`config.mk`:
```
export PLATFORM = sky130hd
export DESIGN_NAME = cap_play_buffer
export DESIGN_NICKNAME = d
export VERILOG_FILES = /design/src/rtl/cpb_pkg.sv /design/src/rtl/cpb_store.sv /design/src/rtl/cpb_byp_fifo.sv /design/src/rtl/cpb_wr_fsm.sv /design/src/rtl/cpb_rd_fsm.sv /design/src/rtl/cap_play_buffer.sv
export SDC_FILE = /design/constraint.sdc
export NUM_CORES = 1
export LEC_CHECK = 0
export ABC_AREA = 1
export BUFFER_PORTS_ARGS = -buffer_cell sky130_fd_sc_hd__buf_2
export CORE_MARGIN = 2
export CORE_UTILIZATION = 30
export CTS_CLUSTER_DIAMETER = 120
export DETAILED_ROUTE_END_ITERATION = 8
export PLACE_DENSITY = 0.58
export SLEW_MARGIN = 10
export SYNTH_ARGS = -nofsm -noshare
export SYNTH_HDL_FRONTEND = slang
export SYNTH_HIERARCHICAL = 1
export SYNTH_SLANG_ARGS = --single-unit
```
`constraint.sdc`:
```
create_clock -name clk -period 2.05 [get_ports clk]
set_input_delay 0 -clock clk [delete_from_list [all_inputs] [get_ports clk]]
set_output_delay 0 -clock clk [all_outputs]
set_load 0.005 [all_outputs]
```
`src/rtl/cpb_pkg.sv`:
```
// Shared state codes for the capture/playback buffer.
// States are one-hot so that a status readback never truncates them.
package cpb_pkg;
    typedef enum logic [4:0] {
        WR_IDLE  = 5'b00001,
        WR_ARM   = 5'b00010,
        WR_SYNC  = 5'b00100,
        WR_STORE = 5'b01000,
        WR_WAIT  = 5'b10000
    } wr_state_t;

    typedef enum logic [3:0] {
        RD_IDLE   = 4'b0001,
        RD_PRE    = 4'b0010,
        RD_ACTIVE = 4'b0100,
        RD_END    = 4'b1000
    } rd_state_t;
endpackage

```
`src/rtl/cpb_store.sv`:
```
// Word storage: one write port, one asynchronous read port.
// Assumes the write and read sequencers never touch the same burst at once.
module cpb_store #(
    parameter int DW    = 16,
    parameter int DEPTH = 16,
    localparam int AW   = $clog2(DEPTH)
) (
    input  logic          clk,
    input  logic          we,
    input  logic [AW-1:0] waddr,
    input  logic [DW-1:0] wdata,
    input  logic [AW-1:0] raddr,
    output logic [DW-1:0] rdata
);
    logic [DW-1:0] mem [DEPTH];

    // Store one word per write strobe.
    always_ff @(posedge clk) begin
        if (we) mem[waddr] <= wdata;
    end

    // Present the addressed word.
    assign rdata = mem[raddr];
endmodule

```
`src/rtl/cpb_byp_fifo.sv`:
```
// Small pass-through queue used when the block is bypassed.
// Assumes DEPTH is a power of two.
module cpb_byp_fifo #(
    parameter int DW    = 16,
    parameter int DEPTH = 4,
    localparam int AW   = $clog2(DEPTH)
) (
    input  logic          clk,
    input  logic          rst_n,
    input  logic          push,
    input  logic [DW-1:0] push_data,
    output logic          not_full,
    input  logic          pop,
    output logic          not_empty,
    output logic [DW-1:0] head
);
    logic [DW-1:0] q [DEPTH];
    logic [AW-1:0] wp, rp;
    logic [AW:0]   cnt;

    assign not_full  = (cnt < (AW+1)'(DEPTH));
    assign not_empty = (cnt != '0);
    assign head      = q[rp];

    // Write entries into the queue.
    always_ff @(posedge clk) begin
        if (push && not_full) q[wp] <= push_data;
    end

    // Advance the pointers and track the fill level.
    always_ff @(posedge clk) begin
        if (!rst_n) begin
            wp  <= '0;
            rp  <= '0;
            cnt <= '0;
        end else begin
            if (push && not_full) wp <= wp + 1'b1;
            if (pop && not_empty) rp <= rp + 1'b1;
            cnt <= cnt + (AW+1)'(push && not_full) - (AW+1)'(pop && not_empty);
        end
    end

    a_r11_no_overflow: assert property (@(posedge clk) disable iff (!rst_n)
        cnt <= (AW+1)'(DEPTH));
endmodule

```
`src/rtl/cpb_wr_fsm.sv`:
```
// Write sequencer: waits for a request (and optionally a trigger),
// stores one burst, then waits until the read side reports it has finished.
// Assumes in_valid beats outside the store state are to be dropped.
module cpb_wr_fsm
    import cpb_pkg::*;
#(
    parameter int DEPTH = 16,
    localparam int AW   = $clog2(DEPTH)
) (
    input  logic          clk,
    input  logic          rst_n,
    input  logic          soft_rst,
    input  logic          cfg_hw_sync,
    input  logic          cfg_bypass,
    input  logic          init_req,
    input  logic          sync_ext,
    input  logic          in_valid,
    input  logic          in_last,
    input  logic          rd_done,
    output wr_state_t     state,
    output logic          we,
    output logic [AW-1:0] waddr,
    output logic [AW:0]   len,
    output logic          fill_done
);
    wr_state_t nxt;
    logic      hw_mode;
    logic      end_beat;

    assign we       = (state == WR_STORE) && in_valid;
    assign waddr    = waddr_q;
    assign end_beat = in_last || (waddr_q == AW'(DEPTH - 1));
    assign fill_done = we && end_beat;

    logic [AW-1:0] waddr_q;

    // Next-state choice for the write sequencer.
    always_comb begin
        nxt = state;
        unique case (state)
            WR_IDLE:  if (init_req && !cfg_bypass) nxt = WR_ARM;
            WR_ARM:   nxt = hw_mode ? WR_SYNC : WR_STORE;
            WR_SYNC:  if (sync_ext && init_req) nxt = WR_STORE;
            WR_STORE: if (fill_done) nxt = WR_WAIT;
            WR_WAIT:  if (rd_done) nxt = WR_IDLE;
            default:  nxt = WR_IDLE;
        endcase
    end

    // State register, sync-mode latch, address counter and length capture.
    always_ff @(posedge clk) begin
        if (!rst_n || soft_rst) begin
            state   <= WR_IDLE;
            hw_mode <= 1'b0;
            waddr_q <= '0;
            len     <= '0;
        end else begin
            state <= nxt;
            if (state == WR_IDLE) begin
                hw_mode <= cfg_hw_sync;
                waddr_q <= '0;
            end
            if (we) begin
                waddr_q <= waddr_q + 1'b1;
                if (end_beat) len <= {1'b0, waddr_q} + 1'b1;
            end
        end
    end

    a_r2_wr_onehot: assert property (@(posedge clk) disable iff (!rst_n)
        $countones(state) == 1);
    a_r4_sync_gate: assert property (@(posedge clk) disable iff (!rst_n)
        (state == WR_STORE && $past(state) == WR_SYNC) |-> $past(sync_ext && init_req));
    a_r10_soft_idle: assert property (@(posedge clk) disable iff (!rst_n)
        soft_rst |=> state == WR_IDLE);
    a_r6_wait_hold: assert property (@(posedge clk) disable iff (!rst_n)
        (state == WR_WAIT && !rd_done && !soft_rst) |=> state == WR_WAIT);
endmodule

```
`src/rtl/cpb_rd_fsm.sv`:
```
// Read sequencer: after a fill, waits for the consumer to be ready, then
// plays the stored words once (with a final marker) or replays them forever.
// Assumes len is between 1 and DEPTH while a burst is held.
module cpb_rd_fsm
    import cpb_pkg::*;
#(
    parameter int DEPTH = 16,
    localparam int AW   = $clog2(DEPTH)
) (
    input  logic          clk,
    input  logic          rst_n,
    input  logic          soft_rst,
    input  logic          cfg_oneshot,
    input  logic          fill_done,
    input  logic [AW:0]   len,
    input  logic          ready,
    output rd_state_t     state,
    output logic [AW-1:0] raddr,
    output logic          valid,
    output logic          last,
    output logic          rd_done
);
    rd_state_t nxt;
    logic      once;
    logic      at_end;
    logic      beat;

    assign valid   = (state == RD_ACTIVE);
    assign beat    = valid && ready;
    assign at_end  = ({1'b0, raddr} + 1'b1) == len;
    assign last    = valid && once && at_end;
    assign rd_done = (state == RD_END);

    // Next-state choice for the read sequencer.
    always_comb begin
        nxt = state;
        unique case (state)
            RD_IDLE:   if (fill_done) nxt = RD_PRE;
            RD_PRE:    if (ready) nxt = RD_ACTIVE;
            RD_ACTIVE: if (beat && at_end && once) nxt = RD_END;
            RD_END:    nxt = RD_IDLE;
            default:   nxt = RD_IDLE;
        endcase
    end

    // State register, mode latch and read address with wrap-around.
    always_ff @(posedge clk) begin
        if (!rst_n || soft_rst) begin
            state <= RD_IDLE;
            once  <= 1'b1;
            raddr <= '0;
        end else begin
            state <= nxt;
            if (state == RD_IDLE) begin
                once  <= cfg_oneshot;
                raddr <= '0;
            end
            if (beat) raddr <= at_end ? '0 : raddr + 1'b1;
        end
    end

    a_r2_rd_onehot: assert property (@(posedge clk) disable iff (!rst_n)
        $countones(state) == 1);
    a_r7_pre_leave: assert property (@(posedge clk) disable iff (!rst_n)
        (state == RD_PRE && ready && !soft_rst) |=> state == RD_ACTIVE);
    a_r8_end_after_last: assert property (@(posedge clk) disable iff (!rst_n)
        (state == RD_END) |-> $past(last && ready));
    a_r10_soft_idle: assert property (@(posedge clk) disable iff (!rst_n)
        soft_rst |=> state == RD_IDLE);
endmodule

```
`src/rtl/cap_play_buffer.sv`:
```
// Capture/playback offload buffer top: storage plus write and read
// sequencers, with a bypass queue selected by cfg_bypass.
// Assumes cfg_bypass changes only while both sequencers are idle.
module cap_play_buffer
    import cpb_pkg::*;
#(
    parameter int DW        = 16,
    parameter int DEPTH     = 16,
    parameter int BYP_DEPTH = 4,
    localparam int AW       = $clog2(DEPTH)
) (
    input  logic          clk,
    input  logic          rst_n,
    input  logic          soft_rst,
    input  logic          cfg_hw_sync,
    input  logic          cfg_oneshot,
    input  logic          cfg_bypass,
    input  logic          init_req,
    input  logic          sync_ext,
    input  logic          in_valid,
    input  logic [DW-1:0] in_data,
    input  logic          in_last,
    output logic          in_ready,
    output logic          out_valid,
    output logic [DW-1:0] out_data,
    output logic          out_last,
    input  logic          out_ready,
    output logic [4:0]    wr_state,
    output logic [3:0]    rd_state
);
    wr_state_t     ws;
    rd_state_t     rs;
    logic          we, fill_done, rd_done;
    logic [AW-1:0] waddr, raddr;
    logic [AW:0]   len;
    logic [DW-1:0] rdata, f_head;
    logic          r_valid, r_last;
    logic          f_not_full, f_not_empty;

    cpb_wr_fsm #(.DEPTH(DEPTH)) u_wr (
        .clk(clk), .rst_n(rst_n), .soft_rst(soft_rst),
        .cfg_hw_sync(cfg_hw_sync), .cfg_bypass(cfg_bypass),
        .init_req(init_req), .sync_ext(sync_ext),
        .in_valid(in_valid && !cfg_bypass), .in_last(in_last),
        .rd_done(rd_done), .state(ws), .we(we), .waddr(waddr),
        .len(len), .fill_done(fill_done)
    );

    cpb_rd_fsm #(.DEPTH(DEPTH)) u_rd (
        .clk(clk), .rst_n(rst_n), .soft_rst(soft_rst),
        .cfg_oneshot(cfg_oneshot), .fill_done(fill_done), .len(len),
        .ready(out_ready && !cfg_bypass), .state(rs), .raddr(raddr),
        .valid(r_valid), .last(r_last), .rd_done(rd_done)
    );

    cpb_store #(.DW(DW), .DEPTH(DEPTH)) u_mem (
        .clk(clk), .we(we), .waddr(waddr), .wdata(in_data),
        .raddr(raddr), .rdata(rdata)
    );

    cpb_byp_fifo #(.DW(DW), .DEPTH(BYP_DEPTH)) u_byp (
        .clk(clk), .rst_n(rst_n),
        .push(cfg_bypass && in_valid), .push_data(in_data), .not_full(f_not_full),
        .pop(cfg_bypass && out_ready), .not_empty(f_not_empty), .head(f_head)
    );

    // Select between the bypass queue and the stored-burst path.
    always_comb begin
        if (cfg_bypass) begin
            in_ready  = f_not_full;
            out_valid = f_not_empty;
            out_data  = f_head;
            out_last  = 1'b0;
        end else begin
            in_ready  = 1'b1;
            out_valid = r_valid && !soft_rst;
            out_data  = rdata;
            out_last  = r_last && !soft_rst;
        end
    end

    assign wr_state = ws;
    assign rd_state = rs;

    a_r11_bypass_idle: assert property (@(posedge clk) disable iff (!rst_n)
        (cfg_bypass && ws == WR_IDLE) |=> ws == WR_IDLE);
    a_r8_last_valid: assert property (@(posedge clk) disable iff (!rst_n)
        out_last |-> (out_valid && cfg_oneshot));
endmodule

```
==> results.json, run 1 <==
{
  "via_per_inst": 4.74,
  "ys_top_cells_by_area": "sky130_fd_sc_hd__edfxtp_1 61%, sky130_fd_sc_hd__nand2_1 9.8%, sky130_fd_sc_hd__nand3_1 6.8%",
  "ys_async_sr_fraction_pct": 0,
  "fmax_ghz": 0.447,
  "layout_setup_ws_ns": -0.189,
  "final_layout_size_suffix_gt1_share_pct": 23.4,
  "p_leak_nw": 8.12,
  "synth.top_cell.area_share_pct": 61.2,
  "postSynthRegisterBits": 353,
  "grt_max_degree": 42,
  "post-synth-top-area-cell": "sky130_fd_sc_hd__edfxtp_1",
  "cp_data_required_time_ns": 2.05,
  "power.density_cell_area_nw_per_um2": 804,
  "start_kind": "register",
  "routed-via-count": 11300,
  "crit_type": "reg -> out",
  "route.antenna.remaining_nets": 0,
  "layout_commonest_cell": "sky130_fd_sc_hd__nand2_1",
  "place_inst": 2261,
  "cts_buffer_count": 39,
  "outcome": "complete, but fails checks",
  "rsz_0062_raised_after_global_routing": "yes",
  "synth_top_flop_cell": "sky130_fd_sc_hd__edfxtp_1",
  "drc": 0,
  "pin_count": 55,
  "yosys.cell_types.count": 38,
  "worstHoldPathType": "in -> reg",
  "bufs_and_invs_on_worst_path": 5,
  "design_area_final_um2": 20100,
  "slew_headroom_pct": 61.0,
  "grt_pass1_wl_um": 64400,
  "drt-pass1-iter-count": 5,
  "setup-violations-final": 17,
  "cap_violations": 0,
  "power_w": 0.0161,
  "vdd_drop_max_mv": 0.492,
  "timing_worst_slew_pin_value_ns": 0.585,
  "row_count": 83,
  "synth_fp_nets": 1578,
  "hold_viol_final": 0,
  "clock_sinks": 353,
  "cpLargestDelayFamily": "buffers and inverters",
  "failed_checks": "setup timing",
  "timing.clock.skew_ns": 0.0211,
  "yosys_warnings": 6,
  "finalCritPeriodShare_pct": 109,
  "number_of_enable_flip_flop_cells_after_synthesis": 320,
  "io_buffers": 54,
  "die-area_um2": 54100,
  "detailedRoute.firstIterationViolations": 814,
  "track_usage_pct": 15.5,
  "dpl_cell_area_um2": 17100,
  "initial_core_util_pct": 30.5,
  "syn_area_per_cell_um2": 10.2,
  "fin_nets": 1720,
  "detail_route.wl_per_cell_um": 17.7,
  "critical_path.max_stage_delay_ns": 0.40,
  "cts.reportedPaths.clkPinSlew_ns": 0.06,
  "critical_path.slowest_cell": "sky130_fd_sc_hd__dfxtp_4",
  "postSynthCellCount": 1542,
  "syn_to_final_growth_pct": 27.8,
  "vias_in_the_first_global_route": 11400,
  "timing.critical_path.arrival_ns": 2.24,
  "mostFrequentLayoutCells": "368 x sky130_fd_sc_hd__nand2_1, 320 x sky130_fd_sc_hd__edfxtp_1, 253 x sky130_fd_sc_hd__inv_1, 136 x sky130_fd_sc_hd__nand3_1, 77 x sky130_fd_sc_hd__nand3_2",
  "core_area_um2": 51500,
  "grt_antenna_before_repair": 0,
  "routabilityCongestion": 0.797,
  "timing.final.max_slew_violations": 0,
  "timing.critical_path.mode_cell": "sky130_fd_sc_hd__nand3_1",
  "clk_latency_worst_skew_pair_ns": 0.54,
  "path_max_fanout": 7,
  "finalWirelength_um": 42400,
  "die_width_um": 233,
  "clock_h_tree_levels": 2,
  "totalNegativeSetupSlack_ns": -1.63,
  "dp.final_hpwl_um": 23800,
  "final_cell_count_without_fillers": 2392,
  "cts_root_buffer_type": "sky130_fd_sc_hd__clkbuf_16",
  "post-route-util_pct": 38.9,
  "post_synth_instance_area_um2": 15700,
  "synth_seq_area_share_pct": 65.5,
  "timing.final.crit_period_ns": 2.24,
  "grt-ovfl-total": 0,
  "cts_tree": "done",
  "clk_path_buf_depth": 3,
  "timing.critical_path.to_type": "output pin",
  "antenna_cells_inserted": 0,
  "die_height_um": 233,
  "ordered_list_of_cells_on_the_worst_path": "buf_12 -> clkinv_16 -> buf_16 -> nand2_2 -> nand3_1 -> nand3_1 -> nand3_1 -> nand2_1 -> inv_2 -> o21ai_4 -> buf_2"
}
## tightest hold or removal path: cells and delay by family
kind / cells / cell delay [ns]
AO/OA/AOI/OAI: 1 / 0.08
buffers and inverters: 2 / 0.20
AND/OR/NAND/NOR: 3 / 0.21
## worst paths after layout
check | endpoint | start | cells after the start | slack (ns)
hold / removal | u_wr/state[1] | cfg_bypass | 6 | 0.002
setup / recovery | out_data[3] | u_rd/raddr[0] | 11 | -0.19
setup reg to reg | u_rd/raddr[2] | u_rd/raddr[0] | 14 | 0.14
hold reg to reg | u_wr/hw_mode | u_wr/hw_mode | 2 | 0.49
## synth_stat cells, types with 2 or more instances
cell,instances
sky130_fd_sc_hd__nand2_4,2
sky130_fd_sc_hd__nor2_2,5
sky130_fd_sc_hd__clkbuf_1,10
sky130_fd_sc_hd__o21ai_1,28
sky130_fd_sc_hd__dfxtp_1,33
sky130_fd_sc_hd__buf_2,20
sky130_fd_sc_hd__o211ai_1,2
sky130_fd_sc_hd__o22ai_2,7
sky130_fd_sc_hd__nor2_4,5
sky130_fd_sc_hd__ha_1,8
sky130_fd_sc_hd__nor2_1,81
sky130_fd_sc_hd__nand4_1,7
sky130_fd_sc_hd__nand2_2,6
sky130_fd_sc_hd__clkinv_1,2
sky130_fd_sc_hd__o21ai_2,11
sky130_fd_sc_hd__a21oi_1,21
sky130_fd_sc_hd__nand2_1,410
sky130_fd_sc_hd__nand3_2,4
sky130_fd_sc_hd__o21ai_0,20
sky130_fd_sc_hd__edfxtp_1,320
sky130_fd_sc_hd__o22ai_1,9
sky130_fd_sc_hd__inv_1,263
sky130_fd_sc_hd__buf_4,20
sky130_fd_sc_hd__nand3_1,214
sky130_fd_sc_hd__inv_2,8
sky130_fd_sc_hd__nand3b_1,3
sky130_fd_sc_hd__buf_6,12
## timing repair
item	in CTS	in global routing
resized for setup	97	110
setup endpoints to repair	17	19
setup buffers	18	1
endpoints found under the hold margin	353	0
pin swaps	49	52
gates cloned	12	6
hold buffers	31	0
## per-stage QoR
stage / hold slack, ns / setup slack, ns
finish: 0.00208 / -0.189
global route: 0.0288 / -0.268
CTS: 0.0152 / -0.173
detailed placement: 0.242 / 0.182
global placement: 0.230 / 0.179
floorplan: 0.0245 / -0.0741
## registers in the layout, summed over array words and instances, names as in the netlist, 3 cells and up, named ones only
register,flops
u_mem/mem,256
u_byp/q,64
u_wr/len,5
u_wr/state,5
u_rd/raddr,4
u_rd/state,4
u_wr/waddr,4
u_byp/cnt,3
## metal layers
| layer | share of wire, % | track usage [%] |
|---|---|---|
| met5 | 0 | 0 |
| met4 | 2.5 | 4.74 |
| met3 | 6.2 | 2.35 |
| met2 | 49 | 26.8 |
| met1 | 42 | 20.1 |
## cell families after synthesis
family | share of synthesized area (%)
XOR/XNOR | 0.112
buffers and inverters | 9.25
adder cells (fa/ha/maj) | 0.766
AO/OA/AOI/OAI | 3.88
AND/OR/NAND/NOR | 20.5
flip-flops | 65.5
## area by class of cell
type                            count  area [µm²]
Sequential cell                   353       10300
Clock buffer                       46        1020
Multi-Input combinational cell    853        4630
Inverter                          273        1050
Fill cell                        4914       31500
Timing Repair inverter              1        16.3
Timing Repair Buffer              163        1930
Tap cell                          680         851
Clock inverter                     23         278
## power by group
part	switching (W)	leakage (nW)	internal [W]
clock	0.00281	0.625	0.00433
sequential	0.0000565	3.15	0.00795
combinational	0.000643	4.35	0.000343
(Power assumes the default switching activity.)
==> inputs of run 2 (changes only) <==
--- a/config.mk
+++ b/config.mk
@@ -12,6 +12,7 @@
 export CTS_CLUSTER_DIAMETER = 120
 export DETAILED_ROUTE_END_ITERATION = 8
 export PLACE_DENSITY = 0.58
+export REMOVE_ABC_BUFFERS = 1
 export SLEW_MARGIN = 10
 export SYNTH_ARGS = -nofsm -noshare
 export SYNTH_HDL_FRONTEND = slang
==> results.json, run 2 (same netlist as run 1, synthesis figures left out) <==
{
  "timing.final.crit_period_ns": 2.27,
  "power_frac_clock_pct": 43.9,
  "grt_antenna_before_repair": 0,
  "fin_nets": 1732,
  "die_height_um": 233,
  "cap_violations": 0,
  "cts.reportedPaths.clkPinSlew_ns": 0.06,
  "grt-ovfl-total": 0,
  "hold_path_depth": 4,
  "finalCritPeriodShare_pct": 111,
  "max_flop_register": "u_mem/mem",
  "p_sw_share_pct": 21.9,
  "worstHoldPathType": "in -> reg",
  "cts_tree": "done",
  "row_count": 83,
  "layout_setup_ws_ns": -0.217,
  "design_area_final_um2": 19800,
  "detail_route.wl_per_cell_um": 16.6,
  "clk_path_buf_depth": 3,
  "core_area_um2": 51500,
  "clk_latency_worst_skew_pair_ns": 0.56,
  "clock_sinks": 353,
  "detailedRoute.firstIterationViolations": 836,
  "fmax_ghz": 0.441,
  "slew_headroom_pct": 65.9,
  "reg2reg_to": "u_wr/state[0]",
  "capture_endpoint_of_the_worst_hold_path": "u_byp/cnt[0]",
  "drt-pass1-iter-count": 5,
  "depth_of_the_most_critical_reg_to_reg_path": 8,
  "cts_buffer_count": 40,
  "antenna_cells_inserted": 0,
  "grt_max_degree": 37,
  "reg2reg_setup_slack_ns": 0.15,
  "route.antenna.remaining_nets": 0,
  "p_leak_nw": 8.11,
  "timing_worst_slew_pin_value_ns": 0.511,
  "clock_h_tree_levels": 2,
  "routed-via-count": 11100,
  "timing.critical_path.to_type": "output pin",
  "p_sw_w": 0.00353,
  "vias_in_the_first_global_route": 11200,
  "reg_top3": "u_mem/mem x256, u_byp/q x64",
  "pin_count": 55,
  "timing.critical_path.from": "u_rd/raddr[0]",
  "timing.critical_path.arrival_ns": 2.27,
  "power.density_cell_area_nw_per_um2": 817,
  "outcome": "complete, but fails checks",
  "syn_to_final_growth_pct": 25.9,
  "routabilityCongestion": 0.819,
  "layout_commonest_cell": "sky130_fd_sc_hd__nand2_1",
  "nFillCells": 5027,
  "dpl_cell_area_um2": 17200,
  "cts_root_buffer_type": "sky130_fd_sc_hd__clkbuf_16",
  "failed_checks": "setup timing",
  "power.share.combinational_pct": 6.5,
  "final_layout_size_suffix_gt1_share_pct": 20.7,
  "timing.clock.skew_ns": 0.0147,
  "worstReg2RegStart": "u_wr/waddr[1]",
  "grt_pass1_wl_um": 62000,
  "cp_data_required_time_ns": 2.05,
  "hp-start": "rst_n",
  "timing.final.max_slew_violations": 0,
  "via_per_inst": 4.61,
  "power.share.sequential_pct": 49.6,
  "start_kind": "register",
  "largest_register_ff_count": 256,
  "initial_core_util_pct": 30.5,
  "post_placement_worst_setup_slack_ns": 0.0898,
  "dp.final_hpwl_um": 24600,
  "drc": 0,
  "mostFrequentLayoutCells": "396 x sky130_fd_sc_hd__nand2_1, 320 x sky130_fd_sc_hd__edfxtp_1, 258 x sky130_fd_sc_hd__inv_1, 165 x sky130_fd_sc_hd__nand3_1, 63 x sky130_fd_sc_hd__nor2_1",
  "rsz_0062_raised_after_global_routing": "yes",
  "die_width_um": 233,
  "crit_type": "reg -> out",
  "die-area_um2": 54100,
  "track_usage_pct": 14.9,
  "setup-violations-final": 17,
  "vdd_drop_max_mv": 0.569,
  "io_buffers": 54,
  "intPower_w": 0.0126,
  "finalWirelength_um": 40000,
  "path_max_fanout": 10,
  "hold_viol_final": 0
}
[run 2: power groups by stage]
stage	clock network (W)	registers, W	logic, W
after floorplan	0	0.00817	0.000492
after global placement	0	0.00814	0.000968
after detailed placement	0	0.00815	0.000986
after CTS	0.00726	0.00800	0.00106
after global routing	0.00749	0.00801	0.00120
final	0.00708	0.00800	0.00106
[run 2: critical path, cell delays in order, from the launching register on]
cell,delay (ns)
sky130_fd_sc_hd__dfxtp_4,0.37
sky130_fd_sc_hd__buf_12,0.16
sky130_fd_sc_hd__buf_4,0.14
sky130_fd_sc_hd__clkbuf_16,0.17
sky130_fd_sc_hd__nand2_1,0.07
sky130_fd_sc_hd__nand3_1,0.08
sky130_fd_sc_hd__nand3_2,0.11
sky130_fd_sc_hd__nand3_2,0.09
sky130_fd_sc_hd__nand2_2,0.11
sky130_fd_sc_hd__inv_1,0.05
sky130_fd_sc_hd__o21ai_2,0.21
sky130_fd_sc_hd__buf_2,0.15
[run 2: area by class of cell]
type                    instances  area, µm²  share of cell area [%]
repair buffers                174       1870                    9.49
multi-input cells             853       4380                    22.2
repair inverters                1       11.3                  0.0570
well taps                     680        851                    4.31
inverters                     273       1040                    5.29
clock inverters                17        171                   0.868
clock buffers                  56       1140                    5.79
flip-flops and latches        353      10300                    52.0
[run 2: layer usage]
layer	GRT usage [%]	vias to the layer above	wire length [µm]	share of wire (%)
li1	-	5353	-	-
met2	24.5	301	18900	47
met1	20.1	5408	18300	46
met3	2.30	45	2130	5.3
met4	5.02	0	663	1.7
met5	0	-	0	0
[run 2: worst max-delay path by stage]
stage | to | slack [ns] | depth (start not counted)
detailed placement | out_data[12] | 0.09 | 11
CTS | out_data[7] | -0.21 | 13
global placement | out_data[12] | 0.09 | 11
floorplan | out_data[15] | -2.68 | 8
global route | out_data[4] | -0.30 | 12
finish | out_data[12] | -0.22 | 11
[run 2: stage by stage]
| stage | utilization, % | instances | power [W] | setup TNS, ns | hold WS, ns |
|---|---|---|---|---|---|
| after global routing | 38.3 | 2407 | 0.0167 | -4.11 | 0.326 |
| after global placement | 33.4 | 2281 | 0.00911 | 0 | 0.235 |
| after CTS | 37.8 | 2403 | 0.0163 | -3.08 | 0.279 |
| after detailed placement | 33.4 | 2281 | 0.00913 | 0 | 0.236 |
| after floorplan | - | 1479 | 0.00866 | -71.42 | 0.0232 |
| final | 38.3 | 2407 | 0.0161 | -2.10 | 0.302 |
[run 2: repair_timing]
item                                   CTS  global route
endpoints found under the hold margin  353             0
resized for setup                       85            55
gates cloned                             8             3
pin swaps                               23            22
setup endpoints to repair               17            20
setup buffers                           12             2
hold buffers                            30             0
